<file path="src/rtl/ddr2_init_pkg.sv">
package ddr2_init_pkg;

  typedef enum logic [3:0] {
    ST_IDLE,
    ST_PWR,
    ST_CKEW,
    ST_PRE1,
    ST_EMR2,
    ST_EMR3,
    ST_EMR1,
    ST_MRRST,
    ST_PRE2,
    ST_REF1,
    ST_REF2,
    ST_MRFIN,
    ST_DONE
  } step_e;

  localparam logic [3:0] CMD_NOP = 4'b0111;
  localparam logic [3:0] CMD_PRE = 4'b0010;
  localparam logic [3:0] CMD_MRS = 4'b0000;
  localparam logic [3:0] CMD_REF = 4'b0001;

  // Round a nanosecond interval up to whole clock cycles, never below one.
  function automatic int unsigned ns2cyc(input int unsigned ns, input int unsigned mhz);
    int unsigned c;
    c = (ns * mhz + 999) / 1000;
    return (c == 0) ? 1 : c;
  endfunction

  function automatic int unsigned umax(input int unsigned a, input int unsigned b);
    return (a > b) ? a : b;
  endfunction

endpackage

</file>
<file path="src/rtl/init_dn_counter.sv">
module init_dn_counter #(
  parameter int W = 8
) (
  input  logic         clk,
  input  logic         rst,
  input  logic         load,
  input  logic [W-1:0] load_val,
  output logic         zero
);

  logic [W-1:0] cnt;

  always_ff @(posedge clk) begin
    if (rst)
      cnt <= '0;
    else if (load)
      cnt <= load_val;
    else if (cnt != '0)
      cnt <= cnt - 1'b1;
  end

  assign zero = (cnt == '0);

  // Timed waits start from exactly the loaded count.
  assert_load_takes_R5: assert property (@(posedge clk) disable iff (rst)
    load |=> (cnt == $past(load_val)));

  // An expired wait stays expired until reloaded.
  assert_zero_holds_R5: assert property (@(posedge clk) disable iff (rst)
    (zero && !load) |=> zero);

endmodule

</file>
<file path="src/rtl/init_cmd_decode.sv">
module init_cmd_decode
  import ddr2_init_pkg::*;
#(
  parameter int               ROW_W   = 14,
  parameter int               BA_W    = 3,
  parameter logic [2:0]       EMR1_HI = 3'b000,
  parameter logic [ROW_W-1:0] MR_OPER = '0
) (
  input  step_e            step,
  input  logic             fresh,
  input  logic             srt_fast,
  output logic             cke_n,
  output logic [3:0]       cmd_n,
  output logic [BA_W-1:0]  ba_n,
  output logic [ROW_W-1:0] addr_n,
  output logic             done_n
);

  always_comb begin
    cmd_n  = CMD_NOP;
    ba_n   = '0;
    addr_n = '0;
    cke_n  = !(step == ST_IDLE || step == ST_PWR);
    done_n = (step == ST_DONE);
    if (fresh) begin
      unique case (step)
        ST_PRE1, ST_PRE2: begin
          cmd_n      = CMD_PRE;
          addr_n[10] = 1'b1;
        end
        ST_EMR2: begin
          cmd_n     = CMD_MRS;
          ba_n      = BA_W'(2);
          addr_n[7] = srt_fast;
        end
        ST_EMR3: begin
          cmd_n = CMD_MRS;
          ba_n  = BA_W'(3);
        end
        ST_EMR1: begin
          cmd_n       = CMD_MRS;
          ba_n        = BA_W'(1);
          addr_n[9:7] = EMR1_HI;
        end
        ST_MRRST: begin
          cmd_n     = CMD_MRS;
          addr_n[8] = 1'b1;
        end
        ST_REF1, ST_REF2: cmd_n = CMD_REF;
        ST_MRFIN: begin
          cmd_n     = CMD_MRS;
          addr_n    = MR_OPER;
          addr_n[8] = 1'b0;
        end
        default: cmd_n = CMD_NOP;
      endcase
    end
  end

endmodule

</file>
<file path="src/rtl/ddr2_init_seq.sv">
module ddr2_init_seq
  import ddr2_init_pkg::*;
#(
  parameter int unsigned      CLK_MHZ      = 50,
  parameter int unsigned      PWR_WAIT_NS  = 200000,
  parameter int unsigned      CKE_WAIT_NS  = 400,
  parameter int unsigned      T_RP_NS      = 15,
  parameter int unsigned      T_RFC_NS     = 128,
  parameter int unsigned      T_MRD_CYC    = 2,
  parameter int unsigned      DLL_LOCK_CYC = 200,
  parameter int               ROW_W        = 14,
  parameter int               BA_W         = 3,
  parameter logic [2:0]       EMR1_HI      = 3'b000,
  parameter logic [ROW_W-1:0] MR_OPER      = '0
) (
  input  logic             clk,
  input  logic             rst,
  input  logic             pwr_stable,
  input  logic             srt_fast,
  output logic             cke,
  output logic             cs_n,
  output logic             ras_n,
  output logic             cas_n,
  output logic             we_n,
  output logic [BA_W-1:0]  ba,
  output logic [ROW_W-1:0] addr,
  output logic             init_done
);

  localparam int unsigned PWR_C  = ns2cyc(PWR_WAIT_NS, CLK_MHZ);
  localparam int unsigned CKE_C  = ns2cyc(CKE_WAIT_NS, CLK_MHZ);
  localparam int unsigned RP_C   = ns2cyc(T_RP_NS, CLK_MHZ);
  localparam int unsigned RFC_C  = ns2cyc(T_RFC_NS, CLK_MHZ);
  localparam int unsigned MRD_C  = (T_MRD_CYC == 0) ? 1 : T_MRD_CYC;
  localparam int unsigned LOCK_C = (DLL_LOCK_CYC == 0) ? 1 : DLL_LOCK_CYC;
  localparam int unsigned MAX_C  = umax(umax(PWR_C, CKE_C), umax(umax(RP_C, RFC_C), MRD_C));
  localparam int          STEP_W = $clog2(MAX_C + 1);
  localparam int          LOCK_W = $clog2(LOCK_C + 1);

  // Cycles a step occupies, counting its command cycle.
  function automatic int unsigned step_dur(input step_e s);
    case (s)
      ST_PWR:                              return PWR_C;
      ST_CKEW:                             return CKE_C;
      ST_PRE1, ST_PRE2:                    return RP_C;
      ST_REF1, ST_REF2:                    return RFC_C;
      ST_EMR2, ST_EMR3, ST_EMR1, ST_MRRST,
      ST_MRFIN:                            return MRD_C;
      default:                             return 1;
    endcase
  endfunction

  step_e step_q, step_n;
  logic  fresh_q;
  logic  st_zero, lock_zero;
  logic  start, advance, move;

  assign start   = (step_q == ST_IDLE) && pwr_stable;
  assign advance = (step_q != ST_IDLE) && (step_q != ST_DONE) && st_zero &&
                   ((step_q != ST_MRFIN) || lock_zero);
  assign move    = start || advance;

  always_comb begin
    step_n = step_q;
    if (move) step_n = step_e'(step_q + 4'd1);
  end

  always_ff @(posedge clk) begin
    if (rst) begin
      step_q  <= ST_IDLE;
      fresh_q <= 1'b0;
    end else begin
      step_q  <= step_n;
      fresh_q <= move;
    end
  end

  init_dn_counter #(.W(STEP_W)) u_step_cnt (
    .clk      (clk),
    .rst      (rst),
    .load     (move),
    .load_val (STEP_W'(step_dur(step_n) - 1)),
    .zero     (st_zero)
  );

  init_dn_counter #(.W(LOCK_W)) u_lock_cnt (
    .clk      (clk),
    .rst      (rst),
    .load     (advance && (step_n == ST_MRRST)),
    .load_val (LOCK_W'(LOCK_C - 1)),
    .zero     (lock_zero)
  );

  logic             cke_d, done_d;
  logic [3:0]       cmd_d, cmd_q;
  logic [BA_W-1:0]  ba_d;
  logic [ROW_W-1:0] addr_d;

  init_cmd_decode #(
    .ROW_W   (ROW_W),
    .BA_W    (BA_W),
    .EMR1_HI (EMR1_HI),
    .MR_OPER (MR_OPER)
  ) u_decode (
    .step     (step_q),
    .fresh    (fresh_q),
    .srt_fast (srt_fast),
    .cke_n    (cke_d),
    .cmd_n    (cmd_d),
    .ba_n     (ba_d),
    .addr_n   (addr_d),
    .done_n   (done_d)
  );

  always_ff @(posedge clk) begin
    if (rst) begin
      cke       <= 1'b0;
      cmd_q     <= CMD_NOP;
      ba        <= '0;
      addr      <= '0;
      init_done <= 1'b0;
    end else begin
      cke       <= cke_d;
      cmd_q     <= cmd_d;
      ba        <= ba_d;
      addr      <= addr_d;
      init_done <= done_d;
    end
  end

  assign {cs_n, ras_n, cas_n, we_n} = cmd_q;

  assert_nop_while_cke_low_R2: assert property (@(posedge clk) disable iff (rst)
    !cke |-> (cmd_q == CMD_NOP));

  assert_cke_never_falls_R3: assert property (@(posedge clk) disable iff (rst)
    cke |=> cke);

  assert_precharge_all_banks_R6: assert property (@(posedge clk) disable iff (rst)
    (cmd_q == CMD_PRE) |-> (addr[10] && (ba == '0)));

  assert_done_sticky_R10: assert property (@(posedge clk) disable iff (rst)
    init_done |=> init_done);

  assert_done_bus_parked_R10: assert property (@(posedge clk) disable iff (rst)
    init_done |-> (cke && (cmd_q == CMD_NOP)));

  assert_done_after_lock_R10: assert property (@(posedge clk) disable iff (rst)
    $rose(init_done) |-> lock_zero);

  assert_reset_clears_R11: assert property (@(posedge clk)
    rst |=> (!init_done && !cke));

endmodule

</file>
<file path="config.mk">
export PLATFORM = sky130hd
export DESIGN_NAME = ddr2_init_seq
export DESIGN_NICKNAME = d
export VERILOG_FILES = /design/src/rtl/ddr2_init_pkg.sv /design/src/rtl/init_dn_counter.sv /design/src/rtl/init_cmd_decode.sv /design/src/rtl/ddr2_init_seq.sv
export SDC_FILE = /design/constraint.sdc
export NUM_CORES = 1
export LEC_CHECK = 0
export ABC_AREA = 1
export CAP_MARGIN = 0
export CORE_MARGIN = 4
export CORE_UTILIZATION = 37
export CTS_CLUSTER_SIZE = 14
export DETAILED_ROUTE_END_ITERATION = 8
export PLACE_DENSITY_LB_ADDON = 0.3
export SETUP_SLACK_MARGIN = 0.3
export SLEW_MARGIN = 5
export SYNTH_ARGS = -nofsm -noshare
export SYNTH_HDL_FRONTEND = slang
export SYNTH_SLANG_ARGS = --single-unit
</file>
<file path="constraint.sdc">
create_clock -name clk -period 2.9 [get_ports clk]
set_input_delay 0.435 -clock clk [delete_from_list [all_inputs] [get_ports clk]]
set_output_delay 0.435 -clock clk [all_outputs]
set_load 0.005 [all_outputs]
</file>
[Yosys cells after proc, flatten, opt, wreduce, memory -nomap -nowiden]
Memory sizes are Yosys's and may differ from the RTL's.
Cells that the tools add are included.
Storage, ports and cells
  bits of input ports: 4
  output and inout bits: 23
  memories kept: 1
  register bits after elaboration: 50
  ROM bits: 128
  logic and storage cells: 65
Operators by class
  add/sub/neg operators: 4
  reductions and logical operators: 23
  eq/ne operators: 14
  muxes and demuxes: 9
  bitwise operators: 2
Memory list
  (no name shown): words 16, bits a word 8, read ports 1, clocked after memory_dff 0, write ports 0, RTL line ddr2_init_seq.sv:42  | case (s)
Operator list (number)
  $mux W14: 2
  $sub A14 B1 Y14 const B: 2
  $eq A4 B3 Y1 const B: 5
  $eq A4 B4 Y1 const B: 5
  $mux W8: 2
  $logic_not A14 Y1: 1
  $reduce_bool A14 Y1: 1
  $pmux W3 S3: 1
  $logic_not A8 Y1: 1
  $ne A4 B4 Y1 const B: 2
  $reduce_bool A8 Y1: 1
  $reduce_or A2 Y1: 4
  $sub A8 B1 Y8 const B: 1
  $pmux W2 S3: 1
  $logic_and A1 B1 Y1: 5
  $reduce_or A5 Y1: 1
  $add A4 B1 Y4 const B: 1
  $eq A4 B1 Y1 const B: 1
  $eq A4 B2 Y1 const B: 1
  $logic_not A4 Y1: 1
  $mux W4: 1
  $reduce_bool A2 Y1: 2
  $reduce_bool A4 Y1: 1
  $logic_or A1 B1 Y1: 3
  4 further kinds: 6

[Logic depth before layout (Yosys ltp)]
Gate-level depths: netlist (run 1).
  depth after elaboration: 9
  depth in mapped cells: 26
  depth with buffers taken out: 24

[Modules after synthesis]
A second synthesis (run 1) with hierarchy kept.
Second synthesis, totals
  cells, all modules: 435
  area total of the unflattened synthesis: 2986.6 um2
Modules (own cells, without submodules)
  ddr2_init_seq: area an instance 1272.5 um2, instances 1, cells each 161
  init_dn_counter (u_step_cnt): area an instance 1003.5 um2, instances 1, cells each 158
  init_dn_counter (u_lock_cnt): area an instance 473.0 um2, instances 1, cells each 70
  init_cmd_decode: area an instance 237.7 um2, instances 1, cells each 46

[Worst setup path before layout (run 1)]
No wires, ideal clock.
  path kind: reg2reg
  start: reg step_q[0]
  end: reg u_step_cnt.cnt[4]
  library setup time: 0.128 ns
  path buffers: 2
  path slack: -0.025 ns
  stages on the path, launching flop included: 22
  data arrival time: 2.797 ns
  cell sequence: dfxtp_1 inv_1 ha_1 nand3_1 nand3_1 o21ai_2 buf_6 buf_6 xor2_1 ha_1 inv_1 nand2_1 nand2_1 nand3_2 nand2_1 inv_1 ha_1 inv_1 nor2_4 xor2_1 nand2_1 nor2_1
On the way
  word-level cells in the longest chain between the ends: 9
  elaborated cells between the ends (all ways): 16
  those cells by class: add/sub (2); eq/ne (2); mux (2); reduce/logical (9); memory (1)
RTL lines
  start, declared: RTL line ddr2_init_seq.sv:53  | step_e step_q, step_n;
  start signal, assigned: RTL line ddr2_init_seq.sv:73  | step_q <= step_n;
  $ne A4 B4 Y1 / $reduce_bool A4 Y1 (equally long branches): RTL line ddr2_init_seq.sv:59  | assign advance = (step_q != ST_IDLE) && (step_q != ST_DONE) && st_zero &&
  $logic_and A1 B1 Y1 (3 in series): RTL line ddr2_init_seq.sv:59
  $logic_or A1 B1 Y1: RTL line ddr2_init_seq.sv:61  | assign move = start || advance;
  $mux W4 (*): RTL line ddr2_init_seq.sv:65  | if (move) step_n = step_e'(step_q + 4'd1);
  net step_n[0]: RTL line ddr2_init_seq.sv:53
  $mem_v2 Z16 W8 (*)
  $sub A14 B1 Y14 (*): RTL line ddr2_init_seq.sv:82  | .load_val (STEP_W'(step_dur(step_n) - 1)),
  $mux W14 (*): RTL line init_dn_counter.sv:16  | else if (load)
  end signal, assigned: RTL line init_dn_counter.sv:17  | cnt <= load_val;
  end signal, assigned: RTL line init_dn_counter.sv:19  | cnt <= cnt - 1'b1;
  end, declared: RTL line init_dn_counter.sv:11  | logic [W-1:0] cnt;
Mark *: on every way through the listed nets, which the timed path passes. The rest lies on a longest branch.
A chain may end at the register's enable or synchronous reset.

[Worst setup path after layout (run 1)]
  start: reg u_step_cnt.cnt[0]
  end: reg u_step_cnt.cnt[10]
On the way
  word-level cells in the longest chain between the ends: 8
  elaborated cells between the ends (all ways): 12
  those cells by class: add/sub (2); mux (3); reduce/logical (6); memory (1)
RTL lines
  $logic_not A14 Y1: RTL line init_dn_counter.sv:22  | assign zero = (cnt == '0);
  $logic_and A1 B1 Y1 (2 in series): RTL line ddr2_init_seq.sv:59
  $logic_or A1 B1 Y1: RTL line ddr2_init_seq.sv:61
  $mux W4: RTL line ddr2_init_seq.sv:65
  net step_n[0]: RTL line ddr2_init_seq.sv:53
  $mem_v2 Z16 W8
  $sub A14 B1 Y14: RTL line ddr2_init_seq.sv:82
  $mux W14: RTL line init_dn_counter.sv:16
The timed path passes the listed nets, and every way through them passes these cells. The select of a mux whose other input is x is not followed.

==> results of run 1 <==
[flip-flops by register name, summed over array words and instances (netlist names)]
register and count:
addr 3, ba 2, cke 1, cmd_q 3
fresh_q 1, init_done 1, step_q 4, u_lock_cnt.cnt 8
u_step_cnt.cnt 14
[cells by family after synthesis]
family | after synthesis | share of synthesized area, %
AND/OR/NAND/NOR | 181 | 36.90
buffers and inverters | 70 | 14.45
flip-flops | 37 | 32.03
AO/OA/AOI/OAI | 33 | 8.388
adder cells (fa/ha/maj) | 10 | 5.411
XOR/XNOR | 7 | 2.652
other | 1 | 0.1622
[per-stage QoR]
step / cell area [um2] / std cells
after floorplan: 2456 / 351
after global placement: 2582 / 427
after global routing: 3059 / 454
after detailed placement: 2582 / 427
after CTS: 2880 / 447
final: 3059 / 454
[cell type report]
type | count | area, um2 | area share [%]
Tap cell | 75 | 93.84 | 3.067
Timing Repair Buffer | 38 | 345.3 | 11.29
Multi-Input combinational cell | 244 | 1546 | 50.55
Clock inverter | 3 | 46.29 | 1.513
Inverter | 52 | 202.7 | 6.626
Clock buffer | 5 | 68.82 | 2.249
Sequential cell | 37 | 755.7 | 24.70
[path summary, 6_finish.rpt]
path,cells after the start,startpoint,slack (ps),to
worst min-delay path,2,u_lock_cnt.cnt[5],490,u_lock_cnt.cnt[5]
worst max register to register,20,u_step_cnt.cnt[0],240,u_step_cnt.cnt[10]
worst min register to register,2,u_lock_cnt.cnt[5],490,u_lock_cnt.cnt[5]
worst max-delay path,20,u_step_cnt.cnt[0],240,u_step_cnt.cnt[10]
[cells in the mapped netlist, types with 5 or more instances]
master	instances	area (um2)
a21oi_1	16	80.08
buf_4	13	97.59
dfxtp_1	37	740.7
ha_1	10	125.1
inv_1	46	172.7
inv_2	6	22.52
nand2_1	55	206.5
nand2_2	8	50.05
nand3_1	25	125.1
nand3_2	5	50.05
nand4_1	8	50.05
nor2_1	61	229.0
nor2_2	8	50.05
nor2_4	5	56.30
o21ai_0	7	35.03
xor2_1	7	61.31
[routing by layer]
| layer | wire length, um | up-vias |
|---|---|---|
| met4 | 70 | 0 |
| met3 | 220 | 6 |
| met1 | 2670 | 992 |
| li1 | - | 1118 |
| met5 | 0 | - |
| met2 | 2573 | 38 |
[where the power goes]
group / internal, mW / switching [mW]
sequential: 0.673 / 0.111
combinational: 1.29 / 1.76
clock: 0.257 / 0.195
total: 2.22 / 2.06
[worst max-delay path, delay by kind of cell, from the launching register on]
family                   cells  cell delay, ps
flip-flops                   1             340
AND/OR/NAND/NOR             12             970
XOR/XNOR                     1             210
adder cells (fa/ha/maj)      2             410
buffers and inverters        4             380
AO/OA/AOI/OAI                1             220
[repair_timing]
action                     CTS  global route
buffers inserted            12             7
setup endpoints to repair   12            12
pin swaps                   14            33
hold buffers                 0             0
gates resized for setup     23            36
==> flow_summary.toml, run 1 <==
[critical_path]
cp-start-kind = "flip-flop"
slowest_delay_ps = 340
cp.arrival_ps = 2840
path_class = "reg -> reg"
cp-end-kind = "flip-flop"
crit_slowest_cell = "dfxtp_2"
worstPathCellList = "nor2_4 > nand2_1 > nor2_2 > nand3_4 > o21ai_4 > buf_6 > xor2_4 > ha_4 > inv_2 > nand2_2 > nand2_2 > nand3_2 > nand2_2 > inv_2 > ha_4 > buf_4 > nand4_1 > nand2_1 > nand2_1 > nor2_1"
critPathRequiredTime_ps = 3080
worst-path-max-fanout = 4

[worst_hold_path]
hp-class = "reg -> reg"

[final_layout]
drive_above_1_share_pct = 32.19
final_common_cell = "nor2_1"
final_net_count = 392
layout_common_cells = "54 x nor2_1, 47 x nand2_1, 33 x inv_1, 29 x dfxtp_1, 20 x buf_4"
syn2layout_area_growth_pct = 32.30
num_antenna_cells = 0
nFillCells = 559
utilization_pct = 51.07

[floorplanning]
die_h_um = 87.05
die_width_um = 87.05
initial_utilization_pct = 38.60
ios = 27
placeableCoreArea_um2 = 5991
rows = 28
die_area_um2 = 7578

[pwr]
p_leak_nw = 1.374
p_total_mw = 4.282
powerDensity_nw_per_um2 = 1400
ir_worst_vdd_mv = 0.8324

[clock_network]
root_buffer = "clkbuf_8"
cts_max_level = 2
cts_sinks = 37
clock_latency_ps = 290
cts_tree = "yes"
clk_pin_slew_worst_paths_ps = 80
numCtsBuffers = 5
clockBufferDepth = 2

[sta]
clock_skew_ps = 6.474
holdWs_ps = 488.8
fmax_mhz = 375.7
period_needed_ps = 2661
period_share_pct = 91.77
rsz0062_at_grt = "true"
tns_ps = 0
maxSlewViolCount = 0
hold_viol = 0
fin_ws_ps = 238.6
setup_violations = 0

[synth]
netlist_area_um2 = 2312
yosysSeqAreaShare_pct = 32.03
async_flop_share_pct = 0
synthCells = 339
avgSynthCellArea_um2 = 6.821
yosysWarnings = 0
synth_edf_count = 0
synth-main-ff-cell = "dfxtp_1"
yosysUniqueCellTypes = 29
ys_seq_elements = 37

[route]
dr.pass1.iters = 4
vias = 2154
routedWlPerCell_um = 12.19
route.detailed.drc = 0
viasPerCell = 4.744
wl_mm = 5.534
antenna_left = 0
drt_iter0_drc = 86

[placed_design]
dp_slack_ps = 96.75
gp_congestion = 0.8712
port_buffers = 13
place_hpwl_mm = 3.857

[global_routing]
grtUsageMet3_pct = 3.217
grt-ovfl-total = 0
grt_max_degree = 19
grt_busiest_layer = "met2"
grt_use_total_pct = 14.89
grt_pass1_vias = 1947
use_met1_pct = 20.83
grt_pass1_wl_mm = 8.956
met2_usage_pct = 22.77
antenna_found_initial = 0

[job]
cap_viol_max_count = 0

[outcome]
outcome = "finished, final reports clean"
(Power assumes the default switching activity.)
==> inputs of run 2 (changes only) <==
--- a/config.mk
+++ b/config.mk
@@ -6,10 +6,9 @@
 export NUM_CORES = 1
 export LEC_CHECK = 0
 export ABC_AREA = 1
-export CAP_MARGIN = 0
+export CAP_MARGIN = 20
 export CORE_MARGIN = 4
 export CORE_UTILIZATION = 37
-export CTS_CLUSTER_SIZE = 14
 export DETAILED_ROUTE_END_ITERATION = 8
 export PLACE_DENSITY_LB_ADDON = 0.3
 export SETUP_SLACK_MARGIN = 0.3
==> results of run 2 <==
No change in the layout: final DEF, timing and power equal those of run 1.
==> inputs of run 3 (changes only) <==
--- a/config.mk
+++ b/config.mk
@@ -12,7 +12,7 @@
 export DETAILED_ROUTE_END_ITERATION = 8
 export PLACE_DENSITY_LB_ADDON = 0.3
 export SETUP_SLACK_MARGIN = 0.3
-export SLEW_MARGIN = 5
+export SLEW_MARGIN = 20
 export SYNTH_ARGS = -nofsm -noshare
 export SYNTH_HDL_FRONTEND = slang
 export SYNTH_SLANG_ARGS = --single-unit
==> constraint.sdc (replaced) <==
create_clock -name clk -period 3.2 [get_ports clk]
set_input_delay 0.48 -clock clk [delete_from_list [all_inputs] [get_ports clk]]
set_output_delay 0.48 -clock clk [all_outputs]
set_load 0.005 [all_outputs]
==> flow_summary.toml, run 3 (synthesized netlist as in run 1, its figures left out) <==
[outcome]
outcome = "finished, final reports clean"

[clock_network]
clock_latency_ps = 290
clk_pin_slew_worst_paths_ps = 80
hold_buffers = 0
root_buffer = "clkbuf_8"
numCtsBuffers = 5
clockBufferDepth = 2
cts_tree = "yes"
cts_max_level = 2
cts_sinks = 37

[route]
routedWlPerCell_um = 12.23
antenna_left = 0
wl_mm = 5.356
highest_layer = "met4"
route.detailed.drc = 0
dr_wl_met2_mm = 2.559
vias = 2096
met1_length_mm = 2.408
dr.pass1.iters = 5
dr_wl_met3_um = 327
drt_iter0_drc = 109
viasPerCell = 4.785

[floorplanning]
die_area_um2 = 7578
ios = 27
placeableCoreArea_um2 = 5991
die_h_um = 87.05
die_width_um = 87.05
initial_utilization_pct = 38.60
rows = 28

[sta]
period_share_pct = 84.51
period_needed_ps = 2704
setup_violations = 0
tns_ps = 0
rsz0062_at_grt = "false"
clock_skew_ps = 5.287
holdWs_ps = 495.4
hold_viol = 0
fmax_mhz = 369.8
maxSlewViolCount = 0

[critical_path]
critPathRequiredTime_ps = 3380
crit_slowest_cell = "dfxtp_1"
crit_family = "simple AND/OR/NAND/NOR gates"
cp-start-kind = "flip-flop"
worstPathCellList = "inv_2 > nand2_2 > nor2_2 > inv_1 > nor2_4 > o21ai_4 > buf_12 > xor2_4 > inv_2 > ha_1 > nor2_2 > nand2_1 > nand2_1 > o21ai_2 > ha_4 > inv_2 > nor2_4 > xor2_1 > nand2_1 > nor2_1"
slowest_delay_ps = 470
cp-end-kind = "flip-flop"
cp.arrival_ps = 2890
cp_num_buf_inv = 5
worst-path-max-fanout = 7
path_class = "reg -> reg"

[final_layout]
top_regs = "u_step_cnt.cnt: 14 flops, u_lock_cnt.cnt: 8 flops, step_q: 4 flops"
drive_above_1_share_pct = 20.66
layout_common_cells = "57 x nor2_1, 54 x nand2_1, 40 x inv_1, 35 x dfxtp_1, 22 x nand3_1"
regMostFlops = "u_step_cnt.cnt"
num_antenna_cells = 0
syn2layout_area_growth_pct = 21.10
final_net_count = 376
utilization_pct = 46.74
largest_reg_flops = 14
final_common_cell = "nor2_1"

[global_routing]
grt-ovfl-total = 0
grt_pass1_wl_mm = 8.894
grt_max_degree = 19
grt_use_total_pct = 14.75
antenna_found_initial = 0
grt_pass1_vias = 1951

[placed_design]
port_buffers = 13
place_hpwl_mm = 3.901
gp_congestion = 0.8721

[pwr]
powerDensity_nw_per_um2 = 1213
p_int_mw = 1.722
switchingPower_mw = 1.675
combPwrFrac_pct = 66.4
p_clk_share_pct = 12.7
seq_power_share_pct = 20.9
p_sw_share_pct = 49.31
p_leak_nw = 1.265
p_total_mw = 3.398
ir_worst_vdd_mv = 0.6032

[worst_hold_path]
hp-class = "reg -> reg"

[job]
cap_viol_max_count = 0
## run 3: changes by cell type in the layout (fill, tap and decap cells not counted), sizes merged
cell | previous run | this run
clkbuf | 5 | 6
buf | 25 | 9
clkinv | 1 | 0
## run 3: worst paths after layout
check	cells past startpoint	start	endpoint	slack [ps]
setup reg to reg	20	step_q[2]	u_step_cnt.cnt[4]	500
hold / removal	2	u_lock_cnt.cnt[5]	u_lock_cnt.cnt[5]	500
hold reg to reg	2	u_lock_cnt.cnt[5]	u_lock_cnt.cnt[5]	500
setup / recovery	20	step_q[2]	u_step_cnt.cnt[4]	500
## run 3: cell type report
cell class,instances,area (um2)
fillers,610,3191
multi-input cells,244,1433
flip-flops and latches,37,748.2
repair buffers,22,210.2
inverters,52,195.2
well taps,75,93.84
clock buffers,6,82.58
clock inverters,2,37.54
## run 3: routing by layer
metal	track usage, %	up-vias
met1	19.17	944
met4	4.674	0
met2	24.22	57
met3	3.217	7
li1	-	1088
met5	0	-
## run 3: through the flow
step                      area (um2)  cells  setup WS [ps]
final                           2800    438          495.6
after global routing            2800    438          273.4
after CTS                       2639    435          309.0
after detailed placement        2496    427          78.31
after global placement          2496    427          188.6
after floorplan                 2366    351          361.0
## run 3: power groups by stage
stage / Combinational [mW] / Sequential (mW) / Clock (mW)
4_1_cts: 2.00 / 0.702 / 0.443
2_1_floorplan: 1.62 / 0.678 / 0
6_report: 2.25 / 0.710 / 0.433
3_5_place_dp: 1.96 / 0.709 / 0
5_1_grt: 2.58 / 0.730 / 0.465
3_3_place_gp: 1.95 / 0.704 / 0
## run 3: what timing repair did
item                       4_1_cts  5_1_grt
setup buffers                    0        3
setup endpoints to repair        5       11
pin swaps                        1        6
resized for setup                6       28
## run 3: worst min-delay path: cells and delay by family (launching register included)
| family | cells | cell delay (ps) |
|---|---|---|
| AO/OA/AOI/OAI | 2 | 130 |
| flip-flops | 1 | 320 |
